## config.mk

```make
export PLATFORM = sky130hd
export DESIGN_NAME = euclid_gcd_unit
export DESIGN_NICKNAME = d
export VERILOG_FILES = /design/src/rtl/euclid_gcd_pkg.sv /design/src/rtl/euclid_gcd_cmp.sv /design/src/rtl/euclid_gcd_ctrl.sv /design/src/rtl/euclid_gcd_datapath.sv /design/src/rtl/euclid_gcd_unit.sv
export SDC_FILE = /design/constraint.sdc
export NUM_CORES = 1
export LEC_CHECK = 0
export ABC_AREA = 1
export CAP_MARGIN = 20
export CORE_MARGIN = 1
export CORE_UTILIZATION = 35
export DETAILED_ROUTE_END_ITERATION = 8
export PLACE_DENSITY = 0.66
export SLEW_MARGIN = 30
export SYNTH_ARGS = -nofsm -noshare
export SYNTH_HDL_FRONTEND = slang
export SYNTH_SLANG_ARGS = --single-unit
```

## constraint.sdc

```tcl
create_clock -name clk -period 1.86 [get_ports clk]
set_input_delay 0.279 -clock clk [delete_from_list [all_inputs] [get_ports clk]]
set_output_delay 0.279 -clock clk [all_outputs]
set_load 0.05 [all_outputs]
```

## src/rtl/euclid_gcd_pkg.sv

```systemverilog
package euclid_gcd_pkg;

    typedef enum logic [2:0] {
        ST_IDLE,
        ST_COMPARE,
        ST_BRANCH,
        ST_SWAP,
        ST_CHECK_ONE,
        ST_TEST_ONE,
        ST_SUBTRACT,
        ST_DONE
    } gcd_state_e;

    // One enable per datapath action; at most one is active in any cycle.
    typedef struct packed {
        logic load;
        logic cmp;
        logic swap;
        logic chk;
        logic sub;
    } gcd_ctl_t;

endpackage

```

## src/rtl/euclid_gcd_cmp.sv

```systemverilog
module euclid_gcd_cmp #(
    parameter int WIDTH = 8
) (
    input  logic [WIDTH-1:0] work_a,
    input  logic [WIDTH-1:0] work_b,
    input  logic [WIDTH-1:0] opnd_a,
    input  logic [WIDTH-1:0] opnd_b,
    output logic             eq_c,
    output logic             lt_c,
    output logic             one_c,
    output logic             zero_any
);

    localparam logic [WIDTH-1:0] ONE_VAL = WIDTH'(1);

    always_comb begin
        eq_c     = (work_a == work_b);
        lt_c     = (work_a <  work_b);
        one_c    = (work_a == ONE_VAL);
        zero_any = (opnd_a == '0) || (opnd_b == '0);
    end

endmodule

```

## src/rtl/euclid_gcd_ctrl.sv

```systemverilog
module euclid_gcd_ctrl
    import euclid_gcd_pkg::*;
(
    input  logic     clk,
    input  logic     rst,
    input  logic     start,
    input  logic     zero_any,
    input  logic     eq_flag,
    input  logic     lt_flag,
    input  logic     one_flag,
    output gcd_ctl_t ctl,
    output logic     ready
);

    gcd_state_e state_q;
    gcd_state_e state_d;

    // State register
    always_ff @(posedge clk) begin
        if (rst) begin
            state_q <= ST_IDLE;
        end else begin
            state_q <= state_d;
        end
    end

    // Next-state logic
    always_comb begin
        state_d = state_q;
        unique case (state_q)
            ST_IDLE: begin
                if (start) begin
                    state_d = zero_any ? ST_DONE : ST_COMPARE;
                end
            end
            ST_COMPARE:   state_d = ST_BRANCH;
            ST_BRANCH: begin
                if (eq_flag) begin
                    state_d = ST_DONE;
                end else if (lt_flag) begin
                    state_d = ST_CHECK_ONE;
                end else begin
                    state_d = ST_SWAP;
                end
            end
            ST_SWAP:      state_d = ST_CHECK_ONE;
            ST_CHECK_ONE: state_d = ST_TEST_ONE;
            ST_TEST_ONE:  state_d = one_flag ? ST_DONE : ST_SUBTRACT;
            ST_SUBTRACT:  state_d = ST_COMPARE;
            ST_DONE: begin
                if (!start) begin
                    state_d = ST_IDLE;
                end
            end
            default:      state_d = ST_IDLE;
        endcase
    end

    // Output decode
    always_comb begin
        ctl   = '0;
        ready = 1'b0;
        unique case (state_q)
            ST_IDLE:      ctl.load = 1'b1;
            ST_COMPARE:   ctl.cmp  = 1'b1;
            ST_BRANCH:    ;
            ST_SWAP:      ctl.swap = 1'b1;
            ST_CHECK_ONE: ctl.chk  = 1'b1;
            ST_TEST_ONE:  ;
            ST_SUBTRACT:  ctl.sub  = 1'b1;
            ST_DONE:      ready    = 1'b1;
            default:      ;
        endcase
    end

    // a launch with nonzero operands enters the compare step
    a_r2_launch_compare: assert property (@(posedge clk) disable iff (rst)
        (state_q == ST_IDLE && start && !zero_any) |=> (state_q == ST_COMPARE));

    // a launch with a zero operand finishes on the next edge
    a_r4_zero_shortcut: assert property (@(posedge clk) disable iff (rst)
        (state_q == ST_IDLE && start && zero_any) |=> ready);

    // ready stays high while start is held
    a_r9_ready_held: assert property (@(posedge clk) disable iff (rst)
        (ready && start) |=> ready);

    // releasing start in done returns to idle
    a_r10_release_idle: assert property (@(posedge clk) disable iff (rst)
        (ready && !start) |=> (!ready && state_q == ST_IDLE));

endmodule

```

## src/rtl/euclid_gcd_datapath.sv

```systemverilog
module euclid_gcd_datapath
    import euclid_gcd_pkg::*;
#(
    parameter int WIDTH = 8
) (
    input  logic             clk,
    input  logic             rst,
    input  gcd_ctl_t         ctl,
    input  logic [WIDTH-1:0] opnd_a,
    input  logic [WIDTH-1:0] opnd_b,
    input  logic             eq_c,
    input  logic             lt_c,
    input  logic             one_c,
    output logic [WIDTH-1:0] work_a,
    output logic [WIDTH-1:0] work_b,
    output logic             eq_flag,
    output logic             lt_flag,
    output logic             one_flag
);

    logic [WIDTH-1:0] load_a;
    logic [WIDTH-1:0] diff;

    // A zero first operand is replaced by the second, so done shows the other operand.
    always_comb begin
        load_a = (opnd_a == '0) ? opnd_b : opnd_a;
        diff   = work_b - work_a;
    end

    always_ff @(posedge clk) begin
        if (rst) begin
            work_a   <= '0;
            work_b   <= '0;
            eq_flag  <= 1'b0;
            lt_flag  <= 1'b0;
            one_flag <= 1'b0;
        end else begin
            if (ctl.load) begin
                work_a <= load_a;
                work_b <= opnd_b;
            end
            if (ctl.cmp) begin
                eq_flag <= eq_c;
                lt_flag <= lt_c;
            end
            if (ctl.swap) begin
                work_a <= work_b;
                work_b <= work_a;
            end
            if (ctl.chk) begin
                one_flag <= one_c;
            end
            if (ctl.sub) begin
                work_b <= diff;
            end
        end
    end

    // only one datapath action per cycle
    a_r3_single_action: assert property (@(posedge clk) disable iff (rst)
        $onehot0({ctl.load, ctl.cmp, ctl.swap, ctl.chk, ctl.sub}));

    // equal and less-than never both set
    a_r3_flags_exclusive: assert property (@(posedge clk) disable iff (rst)
        !(eq_flag && lt_flag));

    // subtraction only runs on a strictly larger minuend
    a_r3_no_underflow: assert property (@(posedge clk) disable iff (rst)
        ctl.sub |-> (work_b > work_a));

    // swap exchanges the working values
    a_r7_swap_exchange: assert property (@(posedge clk) disable iff (rst)
        ctl.swap |=> (work_a == $past(work_b) && work_b == $past(work_a)));

endmodule

```

## src/rtl/euclid_gcd_unit.sv

```systemverilog
module euclid_gcd_unit
    import euclid_gcd_pkg::*;
#(
    parameter int WIDTH = 8
) (
    input  logic             clk,
    input  logic             rst,
    input  logic             start,
    input  logic [WIDTH-1:0] opnd_a,
    input  logic [WIDTH-1:0] opnd_b,
    output logic [WIDTH-1:0] gcd_out,
    output logic             ready
);

    gcd_ctl_t         ctl;
    logic [WIDTH-1:0] work_a;
    logic [WIDTH-1:0] work_b;
    logic             eq_c;
    logic             lt_c;
    logic             one_c;
    logic             zero_any;
    logic             eq_flag;
    logic             lt_flag;
    logic             one_flag;

    euclid_gcd_cmp #(.WIDTH(WIDTH)) u_cmp (
        .work_a   (work_a),
        .work_b   (work_b),
        .opnd_a   (opnd_a),
        .opnd_b   (opnd_b),
        .eq_c     (eq_c),
        .lt_c     (lt_c),
        .one_c    (one_c),
        .zero_any (zero_any)
    );

    euclid_gcd_ctrl u_ctrl (
        .clk      (clk),
        .rst      (rst),
        .start    (start),
        .zero_any (zero_any),
        .eq_flag  (eq_flag),
        .lt_flag  (lt_flag),
        .one_flag (one_flag),
        .ctl      (ctl),
        .ready    (ready)
    );

    euclid_gcd_datapath #(.WIDTH(WIDTH)) u_dp (
        .clk      (clk),
        .rst      (rst),
        .ctl      (ctl),
        .opnd_a   (opnd_a),
        .opnd_b   (opnd_b),
        .eq_c     (eq_c),
        .lt_c     (lt_c),
        .one_c    (one_c),
        .work_a   (work_a),
        .work_b   (work_b),
        .eq_flag  (eq_flag),
        .lt_flag  (lt_flag),
        .one_flag (one_flag)
    );

    assign gcd_out = work_a;

    // result frozen while done is held by start
    a_r9_result_stable: assert property (@(posedge clk) disable iff (rst)
        (ready && start) |=> $stable(gcd_out));

endmodule

```

### Yosys cells after proc, flatten, opt, wreduce, memory -nomap -nowiden

Index checks and enable logic that the tools add are counted.

| cells by class | value |
|---|---|
| $add $sub $neg | 1 |
| div/mod/pow operators | 0 |
| shift-type cells | 0 |
| order comparisons | 1 |
| multiply operators | 0 |
| equality and inequality tests | 11 |
| bitwise gates (word level) | 0 |
| reduce and logical (&&, ||, !) cells | 7 |
| mux-type cells | 19 |

Operators with widths:

| cell | count |
|---|---|
| 8-bit two-way mux | 6 |
| 3-bit case mux with 8 select lines | 1 |
| 8-bit zero test | 2 |
| 3-bit two-way mux | 5 |
| 3-bit equality test (second input constant) | 4 |
| 8-bit by 1-bit equality test with 1-bit output (second input constant) | 1 |
| 8-bit equality test | 1 |
| 8-bit less-than comparator | 1 |
| 8-bit subtractor | 1 |
| 1-bit two-way mux | 7 |
| 3-bit by 2-bit equality test with 1-bit output (second input constant) | 2 |
| 2-bit inequality test (second input constant) | 2 |
| 3-bit by 1-bit equality test with 1-bit output (second input constant) | 1 |
| 3-bit zero test | 1 |
| 3-bit nonzero test | 1 |
| 2-bit AND reduction | 1 |
| 2-bit nonzero test | 1 |
| 1-bit logical OR | 1 |

| storage, ports and cells | value |
|---|---|
| logic and storage cells | 45 |
| output and inout port bits | 9 |
| bits in writable memories | 0 |
| ROM bits | 0 |
| register bits after elaboration | 22 |
| latch bits | 0 |
| memories | 0 |

### Depth between registers and ports, before layout

| depth | value |
|---|---|
| depth after elaboration | 5 |
| gate-level depth with buffers | 11 |
| gate-level depth less buffers | 11 |

### Hierarchy

A second synthesis with hierarchy kept.

| unflattened totals | value |
|---|---|
| cell total of the unflattened synthesis | 327 |
| area, all modules | 1930.6 µm² |

By module, submodules not included:

| module | area an instance (µm²) | cells each | times used |
|---|---|---|---|
| euclid_gcd_datapath | 1363.8 | 225 | 1 |
| euclid_gcd_cmp | 299.0 | 54 | 1 |
| euclid_gcd_ctrl | 267.8 | 48 | 1 |

### Worst setup path before layout

OpenSTA, ideal clock, no wires.

| path | value |
|---|---|
| path type | register to register |
| start | register u_dp.work_a[0] |
| end | register u_dp.work_b[4] |
| path buffers | 0 |
| required time | 1.738 ns |
| path slack | 0.010 ns |
| arrival | 1.728 ns |
| clock period less this slack | 1.850 ns |
| cell stages (with the launch flop) | 8 |
| path through | dfxtp_1 > ha_1 > inv_1 > fa_1 > a21oi_1 > nor2_1 > o21ai_0 > a21oi_1 |

| on the way | value |
|---|---|
| cells in the longest elaborated chain, start to end | 2 |

Ends and longest elaborated chain:

| what | RTL line | text |
|---|---|---|
| start, declared | euclid_gcd_datapath.sv:14 | `output logic [WIDTH-1:0] work_a,` |
| start signal, assigned | euclid_gcd_datapath.sv:39 | `work_a <= load_a;` |
| start signal, assigned | euclid_gcd_datapath.sv:47 | `work_a <= work_b;` |
| 8-bit subtractor | euclid_gcd_datapath.sv:27 | `diff = work_b - work_a;` |
| 8-bit two-way mux | euclid_gcd_datapath.sv:53 | `if (ctl.sub) begin` |
| end signal, assigned | euclid_gcd_datapath.sv:40 | `work_b <= opnd_b;` |
| end signal, assigned | euclid_gcd_datapath.sv:48 | `work_b <= work_a;` |
| end signal, assigned | euclid_gcd_datapath.sv:54 | `work_b <= diff;` |
| end, declared | euclid_gcd_datapath.sv:15 | `output logic [WIDTH-1:0] work_b,` |

No other way between the ends.
A chain may end at the register's enable or synchronous reset.

### Worst setup path after layout

| path | value |
|---|---|
| start | register u_dp.work_a[2] |
| end | output port gcd_out[2] |

RTL lines:

| what | RTL line | text |
|---|---|---|
| end, declared | euclid_gcd_unit.sv:11 | `output logic [WIDTH-1:0] gcd_out,` |

No word-level cell between the ends.

==> results.sh <==
export IMPL_cts_tree="built"
export IMPL_crit_path_start_kind="flop"
export IMPL_wl_um=4630
export IMPL_numPortBuffers=27
export IMPL_grt_pass1_wl_um=7650
export IMPL_design_area_um2=2110
export IMPL_yosysSeqAreaShare_pct=26.2
export IMPL_core_area_um2=4470
export IMPL_postCtsSetupRepairBufs=0
export IMPL_period_needed_ns=1.78
export IMPL_required_ns=1.58
export IMPL_layout_commonest_cell="nand2_1"
export IMPL_grt_antenna_before_repair=0
export IMPL_finalSetupTns_ns=0
export IMPL_critPathKind="reg2out"
export IMPL_areaGrowthSynthToFinish_pct=25.6
export IMPL_clk_transition_reported_paths_ns=0.09
export IMPL_power_density_nw_per_um2=1430
export IMPL_numCtsBuffers=3
export IMPL_grt_util_all_layers_pct=19.1
export IMPL_start_util_pct=37.5
export IMPL_final_nets=335
export IMPL_die_w_um=71.3
export IMPL_dr_pass1_iters=6
export IMPL_hp_start="u_dp.lt_flag"
export IMPL_netlist_instances=274
export IMPL_worst_slack_ns=0.0833
export IMPL_pin_count=28
export IMPL_dp_slack_ns=0.242
export IMPL_finalMaxSlewViolations=0
export IMPL_rows=24
export IMPL_seqPwrFrac_pct=24.9
export IMPL_vias=1808
export IMPL_cts_hold_buf=0
export IMPL_gp_congestion=0.914
export IMPL_rr_worst_depth=8
export IMPL_p_switching_w=0.00146
export IMPL_tightest_slew_ns=0.517
export IMPL_synth_top_area_share_pct=26.2
export IMPL_slowest_stage="clkdlybuf4s50_1"
export IMPL_pwr_share_comb_pct=59.9
export IMPL_min_path_type="reg2reg"
export IMPL_status="complete, but fails checks"
export IMPL_antenna_cells=0
export IMPL_most_common_layout_cells="nand2_1, inv_1, nor2_1"
export IMPL_avgSynthCellArea_um2=6.13
export IMPL_finalHoldViolCount=0
export IMPL_synthTopCellsByArea="dfxtp_1, nand2_1, inv_1"
export IMPL_drc_errors=2
export IMPL_r2r_start="u_dp.work_b[0]"
export IMPL_yosysWarnings=0
export IMPL_max_freq_mhz=563
export IMPL_synthesis_nets=302
export IMPL_dieHeight_um=71.3
export IMPL_dp_hpwl_um=3730
export IMPL_wl_per_cell_um=12.9
export IMPL_clkPwrFrac_pct=15.3
export IMPL_cts_max_level=1
export IMPL_path_cells="clkdlybuf4s50_1"
export IMPL_ctsResizeCount=0
export IMPL_skew_ns=0.00698
export IMPL_ys_types=29
export IMPL_worst_path_buf_inv=1
export IMPL_rr_endpoint="u_dp.work_b[4]"
export IMPL_slowest_delay_ns=0.83
export IMPL_max_slew_margin_pct=65.4
export IMPL_grt_setup_unrepaired="no"
export IMPL_yosysTopAreaCell="dfxtp_1"
export IMPL_violations="DRC"
export IMPL_cp_end_kind="output pin"
export IMPL_cellLeakagePower_nw=0.982
export IMPL_synthesis_area_um2=1680
export IMPL_ir_worst_vdd_v=0.000749
export IMPL_critPathTopFamily="buffers and inverters"
export IMPL_switching_share_pct=48.5
export IMPL_cp_arrival_ns=1.50
export IMPL_dpl_cell_area_um2=2040
export IMPL_ys_seq_elements=22
export IMPL_drv_cap=0
export IMPL_post_route_util_pct=47.1
export IMPL_drt_initial_drc_count=133
export IMPL_grt_pass1_vias=1653
export IMPL_cts_buffer_depth=2
export IMPL_r2r_slack_ns=0.22
export IMPL_overflow=0
export IMPL_whs_path_depth=2
export IMPL_cts_sinks=22
export IMPL_fin_crit_sh_pct=95.5
export IMPL_crit_fanout=4
export IMPL_grt_max_degree=18
export IMPL_internal_power_w=0.00155
export IMPL_drive_above_1_share_pct=8.50
export IMPL_root_buffer="clkbuf_8"
export IMPL_viasPerCell=5.05
export IMPL_worstSkewPairLatency_ns=0.27
export IMPL_antenna_left=0
export IMPL_die_area_um2=5080
export IMPL_setup_violations=0
export IMPL_hold_ws_ns=0.493
export IMPL_min_to="u_dp.lt_flag"
Yosys cell counts:
cell and number:
a21oi_1 23, nand3_1 21, inv_1 41, nand3b_1 1, inv_2 5, clkinv_4 1
xor2_1 1, fa_1 1, o22ai_1 2, o31ai_1 1, buf_2 3, nand3_2 2
dfxtp_1 22, nand2_1 58, clkbuf_1 2, ha_1 8, a211oi_1 3, nor2_8 1
nand2_2 1, nand4_1 6, nor4_1 2, nor2_1 30, o21ai_1 6, o21ai_0 26
xnor2_1 1, nor3_1 3, buf_6 1, or2_2 1, buf_4 1
tightest hold or removal path: stages (launching register included):
cell and delay [ns]:
dfxtp_1 0.33, nand2_1 0.07, a21oi_1 0.06
power groups by stage:
stage	Combinational, W	Sequential (W)	Clock (W)
2_1_floorplan	0.00119	0.000907	0
3_3_place_gp	0.00179	0.000759	0
3_5_place_dp	0.00180	0.000758	0
4_1_cts	0.00181	0.000749	0.000466
5_1_grt	0.00203	0.000770	0.000491
6_report	0.00181	0.000750	0.000461
area by class of cell:
cell class,instances,area (µm²)
clock buffer,3,41.3
sequential,22,440
timing repair buffer,35,335
inverter,47,181
fill,481,2360
tap,52,65.1
clock inverter,1,30.0
multi-input combinational,198,1020
metrics by stage:
stage	cells	power (W)
4_1_cts	358	0.00303
3_5_place_dp	354	0.00256
6_report	358	0.00302
2_1_floorplan	274	0.00210
5_1_grt	358	0.00329
3_3_place_gp	354	0.00255
layer usage:
metal  global-route usage (%)  up-vias  routed length (µm)
li1                         -      957                   -
met1                     26.5      814                2250
met2                     31.7       35                2180
met3                     3.66        2                 185
met4                     2.44        0                  13
met5                        0        -                   0
registers in the layout, indices dropped and copies added, names as in the netlist:
signal / flops
u_ctrl.state_q: 3
u_dp.eq_flag: 1
u_dp.lt_flag: 1
u_dp.one_flag: 1
u_dp.work_a: 8
u_dp.work_b: 8
how the worst max path moves through the flow:
stage,startpoint,to,depth (start not counted)
5_1_grt,u_dp.work_a[2],gcd_out[2],1
4_1_cts,u_dp.work_a[3],gcd_out[3],1
2_1_floorplan,u_dp.work_a[0],u_dp.work_b[4],7
3_5_place_dp,u_dp.work_b[0],u_dp.work_b[4],8
6_report,u_dp.work_a[2],gcd_out[2],1
3_3_place_gp,u_dp.work_b[0],u_dp.work_b[4],8
kinds of logic after synthesis:
group                    count (synthesis)  share of synthesized area (%)
AO/OA/AOI/OAI                           61                           18.9
XOR/XNOR                                 2                           1.04
adder cells (fa/ha/maj)                  9                           7.15
buffers and inverters                   54                           13.3
flip-flops                              22                           26.2
AND/OR/NAND/NOR                        126                           33.4
No activity file was read; power rests on OpenSTA's default activity.
